<file path="src/rtl/hseq_pkg.sv">
package hseq_pkg;

  typedef enum logic [1:0] {
    ST_RUN    = 2'd0,
    ST_HALTED = 2'd1,
    ST_STAB   = 2'd2,
    ST_RESUME = 2'd3
  } hseqState_e;

  typedef struct packed {
    logic captureWake;
    logic countEn;
  } hseqStrobe_t;

  localparam logic [1:0] MASK_OPEN = 2'b10;

endpackage

</file>
<file path="src/rtl/hseq_dpath.sv">
module hseq_dpath
  import hseq_pkg::*;
#(
  parameter int                 NUM_IRQ   = 8,
  parameter logic [NUM_IRQ-1:0] WAKE_MASK = 8'h0F,
  parameter int                 SHORT_DLY = 256,
  parameter int                 LONG_DLY  = 4096
) (
  input  logic               clk,
  input  logic               rstN,
  input  hseqStrobe_t        strobe,
  input  logic [NUM_IRQ-1:0] irqReq,
  input  logic               resetReq,
  input  logic               longDelaySel,
  output logic               wakeSeen,
  output logic               stabDone,
  output logic               causeIsReset
);

  localparam int CNT_W = $clog2(LONG_DLY);
  localparam logic [CNT_W-1:0] SHORT_LAST = CNT_W'(SHORT_DLY - 1);
  localparam logic [CNT_W-1:0] LONG_LAST  = CNT_W'(LONG_DLY - 1);

  logic [NUM_IRQ-1:0] wakeLines;
  logic [CNT_W-1:0]   stabCnt;
  logic               longLatched;

  for (genvar i = 0; i < NUM_IRQ; i++) begin : g_wakeLine
    if (WAKE_MASK[i]) begin : g_on
      assign wakeLines[i] = irqReq[i];
    end else begin : g_off
      assign wakeLines[i] = 1'b0;
    end
  end

  assign wakeSeen = (|wakeLines) | resetReq;
  assign stabDone = strobe.countEn && (stabCnt == (longLatched ? LONG_LAST : SHORT_LAST));

  always_ff @(posedge clk or negedge rstN) begin
    if (!rstN) begin
      stabCnt      <= '0;
      causeIsReset <= 1'b0;
      longLatched  <= 1'b0;
    end else if (strobe.captureWake) begin
      stabCnt      <= '0;
      causeIsReset <= resetReq;
      longLatched  <= longDelaySel;
    end else if (strobe.countEn) begin
      stabCnt <= stabCnt + 1'b1;
    end
  end

  AST_RESET_WINS: assert property (@(posedge clk) disable iff (!rstN)
    (strobe.captureWake && resetReq) |=> causeIsReset);

  AST_CNT_CLEARED: assert property (@(posedge clk) disable iff (!rstN)
    strobe.captureWake |=> (stabCnt == '0));

  AST_SEL_HELD: assert property (@(posedge clk) disable iff (!rstN)
    (strobe.countEn && !$past(strobe.captureWake)) |-> $stable(longLatched));

endmodule

</file>
<file path="src/rtl/hseq_ctrl.sv">
module hseq_ctrl
  import hseq_pkg::*;
(
  input  logic        clk,
  input  logic        rstN,
  input  logic        haltStrobe,
  input  logic        oscIntEn,
  input  logic        wdgEnabled,
  input  logic        wdgHaltReset,
  input  logic        wakeSeen,
  input  logic        stabDone,
  output hseqStrobe_t strobe,
  output logic        wdgResetPulse,
  output logic        oscEn,
  output logic        cpuClkEn,
  output logic        periphClkEn,
  output logic        maskForceEn,
  output logic        resumeValid
);

  hseqState_e state, stateNext;
  logic haltTaken, wdgTrip, wdgCond;

  assign wdgCond   = wdgEnabled && wdgHaltReset;
  assign haltTaken = (state == ST_RUN) && haltStrobe && !oscIntEn && !wdgCond;
  assign wdgTrip   = (state == ST_RUN) && haltStrobe && !oscIntEn && wdgCond;

  always_comb begin
    stateNext          = state;
    strobe.captureWake = 1'b0;
    strobe.countEn     = 1'b0;
    unique case (state)
      ST_RUN:    if (haltTaken) stateNext = ST_HALTED;
      ST_HALTED: if (wakeSeen) begin
                   stateNext          = ST_STAB;
                   strobe.captureWake = 1'b1;
                 end
      ST_STAB:   begin
                   strobe.countEn = 1'b1;
                   if (stabDone) stateNext = ST_RESUME;
                 end
      ST_RESUME: stateNext = ST_RUN;
      default:   stateNext = ST_RUN;
    endcase
  end

  always_ff @(posedge clk or negedge rstN) begin
    if (!rstN) begin
      state         <= ST_RUN;
      wdgResetPulse <= 1'b0;
    end else begin
      state         <= stateNext;
      wdgResetPulse <= wdgTrip;
    end
  end

  assign oscEn       = (state != ST_HALTED);
  assign cpuClkEn    = (state == ST_RUN) || (state == ST_RESUME);
  assign periphClkEn = cpuClkEn;
  assign maskForceEn = (state == ST_HALTED);
  assign resumeValid = (state == ST_RESUME);

  AST_OIE_BLOCKS: assert property (@(posedge clk) disable iff (!rstN)
    (state == ST_RUN && haltStrobe && oscIntEn) |=> (state == ST_RUN));

  AST_WDG_NO_HALT: assert property (@(posedge clk) disable iff (!rstN)
    (state == ST_RUN && haltStrobe && !oscIntEn && wdgEnabled && wdgHaltReset)
      |=> (wdgResetPulse && cpuClkEn));

  AST_WDG_ONE_CYCLE: assert property (@(posedge clk) disable iff (!rstN)
    wdgResetPulse |=> !wdgResetPulse);

  AST_PENDING_WAKE: assert property (@(posedge clk) disable iff (!rstN)
    (state == ST_HALTED && wakeSeen) |=> (oscEn && !cpuClkEn));

  AST_RESUME_AFTER_STAB: assert property (@(posedge clk) disable iff (!rstN)
    resumeValid |-> ($past(state) == ST_STAB));

  AST_RESUME_ONE_CYCLE: assert property (@(posedge clk) disable iff (!rstN)
    resumeValid |=> (!resumeValid && cpuClkEn));

endmodule

</file>
<file path="src/rtl/hseq_top.sv">
module hseq_top
  import hseq_pkg::*;
#(
  parameter int                 NUM_IRQ   = 8,
  parameter logic [NUM_IRQ-1:0] WAKE_MASK = 8'h0F,
  parameter int                 SHORT_DLY = 256,
  parameter int                 LONG_DLY  = 4096
) (
  input  logic               clk,
  input  logic               rstN,
  input  logic               haltStrobe,
  input  logic               oscIntEn,
  input  logic               wdgEnabled,
  input  logic               wdgHaltReset,
  input  logic [NUM_IRQ-1:0] irqReq,
  input  logic               resetReq,
  input  logic               longDelaySel,
  input  logic               extClkRun,
  output logic               oscEn,
  output logic               cpuClkEn,
  output logic               periphClkEn,
  output logic               extPeriphClkEn,
  output logic               wdgResetPulse,
  output logic               maskForceEn,
  output logic [1:0]         maskForceVal,
  output logic               resumeValid,
  output logic               resumeIsReset
);

  hseqStrobe_t strobe;
  logic wakeSeen, stabDone, causeIsReset;

  hseq_ctrl u_ctrl (
    .clk           (clk),
    .rstN          (rstN),
    .haltStrobe    (haltStrobe),
    .oscIntEn      (oscIntEn),
    .wdgEnabled    (wdgEnabled),
    .wdgHaltReset  (wdgHaltReset),
    .wakeSeen      (wakeSeen),
    .stabDone      (stabDone),
    .strobe        (strobe),
    .wdgResetPulse (wdgResetPulse),
    .oscEn         (oscEn),
    .cpuClkEn      (cpuClkEn),
    .periphClkEn   (periphClkEn),
    .maskForceEn   (maskForceEn),
    .resumeValid   (resumeValid)
  );

  hseq_dpath #(
    .NUM_IRQ   (NUM_IRQ),
    .WAKE_MASK (WAKE_MASK),
    .SHORT_DLY (SHORT_DLY),
    .LONG_DLY  (LONG_DLY)
  ) u_dpath (
    .clk          (clk),
    .rstN         (rstN),
    .strobe       (strobe),
    .irqReq       (irqReq),
    .resetReq     (resetReq),
    .longDelaySel (longDelaySel),
    .wakeSeen     (wakeSeen),
    .stabDone     (stabDone),
    .causeIsReset (causeIsReset)
  );

  assign extPeriphClkEn = periphClkEn | extClkRun;
  assign maskForceVal   = maskForceEn ? MASK_OPEN : 2'b00;
  assign resumeIsReset  = resumeValid & causeIsReset;

  AST_MASK_OPEN: assert property (@(posedge clk) disable iff (!rstN)
    maskForceEn |-> (maskForceVal == 2'b10 && !oscEn));

endmodule

</file>
<file path="config.mk">
export PLATFORM = sky130hd
export DESIGN_NAME = hseq_top
export DESIGN_NICKNAME = d
export VERILOG_FILES = /design/src/rtl/hseq_pkg.sv /design/src/rtl/hseq_dpath.sv /design/src/rtl/hseq_ctrl.sv /design/src/rtl/hseq_top.sv
export SDC_FILE = /design/constraint.sdc
export NUM_CORES = 1
export LEC_CHECK = 0
export CAP_MARGIN = 20
export CORE_UTILIZATION = 47
export CTS_CLUSTER_DIAMETER = 50
export CTS_CLUSTER_SIZE = 20
export DETAILED_ROUTE_END_ITERATION = 10
export PLACE_DENSITY = 0.78
export REMOVE_ABC_BUFFERS = 1
export SYNTH_ARGS = -nofsm -noshare
export SYNTH_HDL_FRONTEND = slang
export SYNTH_HIERARCHICAL = 1
export SYNTH_SLANG_ARGS = --single-unit
</file>
<file path="constraint.sdc">
create_clock -name clk -period 2.8 [get_ports clk]
set_clock_uncertainty 0.15 [all_clocks]
set_input_delay 0.7 -clock clk [delete_from_list [all_inputs] [get_ports clk]]
set_output_delay 0.7 -clock clk [all_outputs]
set_load 0.02 [all_outputs]
</file>
; ---- Word-level counts from Yosys, hierarchy flattened
; Index checks and enable logic that the tools add are counted.
[word_totals]
reg_bits = 17
input_bits = 17
output_inout_bits = 10
elab_cells = 41
[classes]
addsub = 1
eq_ne = 8
mux = 11
bitwise = 3
n_reduce_logical = 13
[ops]
columns = operator, n
row1 = 2-to-1 mux 12 bit, 3
row2 = adder 12 x 1 -> 12 bit (second input constant), 1
row3 = equality test 12 bit, 1
row4 = 2-to-1 mux 2 bit, 4
row5 = one-hot mux 2 bit (4 select lines), 1
row6 = logical AND 1 bit, 6
row7 = inequality test 2 x 1 -> 1 bit (second input constant), 3
row8 = equality test 2 bit (second input constant), 2
row9 = OR reduction 4 bit, 1
row10 = 2-to-1 mux 1 bit, 3
row11 = AND reduction 3 bit, 1
row12 = equality test 2 x 1 -> 1 bit (second input constant), 1
row13 = zero test 1 bit, 2
row14 = zero test 2 bit, 1
row15 = inequality test 2 bit (second input constant), 1
row16 = bitwise OR 1 bit, 2
row17 = nonzero test 2 bit, 1
row18 = bitwise AND 1 bit, 1
row19 = logical OR 1 bit, 1

; ---- Longest topological paths before layout
[logic_depth]
word_depth = 6
ltp_mapped = 8
depth_no_buf = 7

; ---- Modules after synthesis
; Netlist, hierarchy kept.
[by_module_without_submodules]
columns = mod, n_inst, cells_each, area_each_um2, seq_area_each_um2
row1 = hseq_dpath, 1, 75, 743.2, 350.3
row2 = hseq_ctrl, 1, 22, 224.0, 75.1
row3 = hseq_top, 1, 5, 31.3, 0.0

; ---- Worst setup path after synthesis
; No wires, ideal clock.
[synth_timing]
path_type = input to register
start = input irqReq[1]
end = register u_dpath.stabCnt[11]
setup_ns = 0.125
arrival_ns = 1.898
t_required_ns = 2.525
setup_slack_ns = 0.628
path_stages = 7
cell_sequence = nor3_1 -> nand2_1 -> and2_1 -> buf_4 -> o211ai_1 -> nor4_1 -> mux2_2
[synth_lines]
columns = item, line_no
row1 = start: declaration, hseq_top.sv:15  ; input logic [NUM_IRQ-1:0] irqReq,
row2 = end signal: assignment, hseq_dpath.sv:49  ; stabCnt <= stabCnt + 1'b1;
row3 = end: declaration, hseq_dpath.sv:25  ; logic [CNT_W-1:0] stabCnt;

; ---- Worst setup path after layout
[layout_timing]
start = register u_ctrl.state[0]
end = output periphClkEn
[layout_via]
elab_chain_len = 2
elab_cells_between_ends = 3
[layout_lines]
columns = item, line_no
row1 = start: declaration, hseq_ctrl.sv:21  ; hseqState_e state, stateNext;
row2 = start signal: assignment, hseq_ctrl.sv:52  ; state <= stateNext;
row3 = equality test 2 bit / zero test 2 bit (equally long branches), hseq_ctrl.sv:58  ; assign cpuClkEn = (state == ST_RUN) || (state == ST_RESUME);
row4 = logical OR 1 bit (*), hseq_ctrl.sv:58
row5 = end: declaration, hseq_top.sv:21  ; output logic periphClkEn,
; Every way passes the cells marked *; elsewhere a longest branch is shown, timed or not.

==> run metrics <==
crit path DAT=~1800 ps; register area=around 430 um2; async set or reset register ratio after synthesis=1.00; diode count=0; Synth cell types=34; min-delay worst type=flip-flop to flip-flop; EDFF count, synth=0; Worst-Margin Slew=~750 ps; status=complete, no violations; grt ovf=0; Fill cells=165; hpwl dp=about 1500 um; Hold Vio Cnt, Final=0; global-route wire length before repair=around 3400 um; H-tree depth=1; # rows=16; CP required=slightly below 2000 ps; Max Cap Viol=0; die area=about 0.0023 mm2; Initial Utilization=0.504; Core ar.=roughly 0.002 mm2; CTS tree=yes; Clk Latency, worst-skew pair=about 300 ps; routed length on met1=between 800 and 900 um; Setup Buffers After CTS=0; fraction of final layout cells sized beyond drive strength 1=0.146; f_max=around 0.37 GHz; Peak VDD IR=~0.76 mV; Yosys top cell area share=0.426; worst hold slack=around 370 ps; Syn Inst Count=102; WL per Instance=roughly 13 um; Yosys warning count=6; post-route ant nets=0; gp weighted congestion=0.721; DRT iter0 DRCs=16; flops & latches, synth=17; critical path peak fanout=4; critical path class=flip-flop to output pin; most common cell after layout, fill and taps aside=clkdlybuf4s50_1; largest net degree at the start of global routing=18; Reg clk slew, reported paths=110 ps; clk sink count=17; I/O pins=27; CP Launch Type=flip-flop; commonest register cell after synthesis=dfrtp_1; Mean Syn Cell Area=roughly 10 um2; met3 WL=a little over 90 um; antenna violations before repair=0; overall power=~1.1 mW; setup_tns=0 ps; total CTS buffers=3; fin cells=150; area delta synth->final=24.9%; CP Capture Type=output pin; Routed WL=~2000 um; vias per cell=~5.3; Final nets=146; CTS root buf=clkbuf_4; IO Port Bufs=21; crit share post-route=0.955; die width=between 40 and 50 um; highest-count cells in the layout ignoring fill and taps=clkdlybuf4s50_1 (20), dfrtp_1 (17), nor2_1 (11); Met2 Wirelength=roughly 1000 um; cell taking the most area after synthesis=dfrtp_1; placed insts=146; Static Leak=roughly 0.52 nW; synthesized area=around 1000 um2; vias post-DR=approximately 800; fin. max-slew vios=0; RSZ-0062 raised after global routing=false; max_slew headroom=0.501; drt pass-1 iters=4; multi-input logic area=497 um2; GRT Overall Usage=0.215; setup violators final=0; top sig layer=met4; register area share after synthesis=0.426; Die Y=between 40 and 50 um; minimum clock period=between 2000 and 3000 ps; number of global-route vias before repair=about 800; DRC=0; CTS Buffer Depth=2; worst-case reg-to-reg path depth=7; hold depth=1; top post-synthesis cells by area=dfrtp_1 (43%), ha_1 (6.3%), mux2_2 (5.6%); PD cells=849 mW/mm2
[cells in the mapped netlist (all sizes together) (2+ instances only)]
cell type and count:
a21oi 4, and2 2, buf 6, dfrtp 17
ha 5, inv 7, mux2 5, mux2i 2
nand2 7, nand3 3, nor2 11, nor2b 4
nor3 2, nor4 4, o21ai 2, o31ai 3
or4 3, xor2 3
[worst max-delay path: stages (launching register included)]
cell and delay [ps]:
dfrtp_1 430, inv_1 80, ha_1 280, inv_1 110
clkdlybuf4s50_1 620
[per-stage QoR]
step	utilization	setup slack (ps)	instance area, um2
2_1_floorplan	-	312	948
3_3_place_gp	0.613	109	1210
3_5_place_dp	0.613	94.8	1210
4_1_cts	0.628	17.3	1240
5_1_grt	0.629	37.9	1250
6_report	0.629	126	1250
[kinds of logic (layout without fill, tap and decap cells)]
kind of cell               count (synthesis)  after routing  share of synthesized area
AOI/OAI and AO/OA                         14             14                      0.104
and+or+nand+nor                           40             40                      0.216
muxes                                      7              7                     0.0764
xor gates and xnor gates                   4              4                     0.0351
DFF                                       17             17                      0.426
other                                      1              1                    0.00376
adders and majority gates                  5              5                     0.0627
buffers and inverters                     14             35                     0.0764
[layout make-up]
type / instances / share of cell area
multi-input cells: 71 / 0.398
flip-flops and latches: 17 / 0.341
repair buffers: 24 / 0.189
well taps: 27 / 0.0271
inverters: 7 / 0.0211
clock buffers: 3 / 0.0181
clock inverters: 1 / 0.00602
[registers in the layout (all words and copies together) (netlist names)]
signal and cells:
u_dpath/stabCnt 12, u_ctrl/state 2, u_ctrl/wdgResetPulse 1, u_dpath/causeIsReset 1
u_dpath/longLatched 1
[routing by layer]
layer / track usage / up-vias
li1: - / 394
met1: 0.233 / 377
met2: 0.403 / 22
met3: 0.0704 / 2
met4: 0.0500 / 0
met5: 0 / -
[power breakdown]
group | total, mW | leakage [nW] | internal (mW) | switching (mW)
Combinational | 0.565 | 0.282 | 0.271 | 0.294
Clock | 0.138 | 0.0139 | 0.0544 | 0.0832
Sequential | 0.357 | 0.225 | 0.302 | 0.0546
Total | 1.06 | 0.521 | 0.627 | 0.432
[path summary, 6_finish.rpt]
kind	startpoint	to	slack (ps)
worst max-delay path	u_ctrl/state[0]	periphClkEn	130
worst min-delay path	u_dpath/causeIsReset	u_dpath/causeIsReset	370
worst max register to register	u_ctrl/state[0]	u_ctrl/state[1]	570
worst min register to register	u_dpath/causeIsReset	u_dpath/causeIsReset	370
max in group asynchronous	rstN	u_dpath/stabCnt[8]	1340
min in group asynchronous	rstN	u_dpath/longLatched	670
[what timing repair did]
action | CTS | global route
setup endpoints to repair | 0 | 1
resized for setup | 0 | 1
hold buffers | 0 | 0
(Power assumes the default switching activity.)
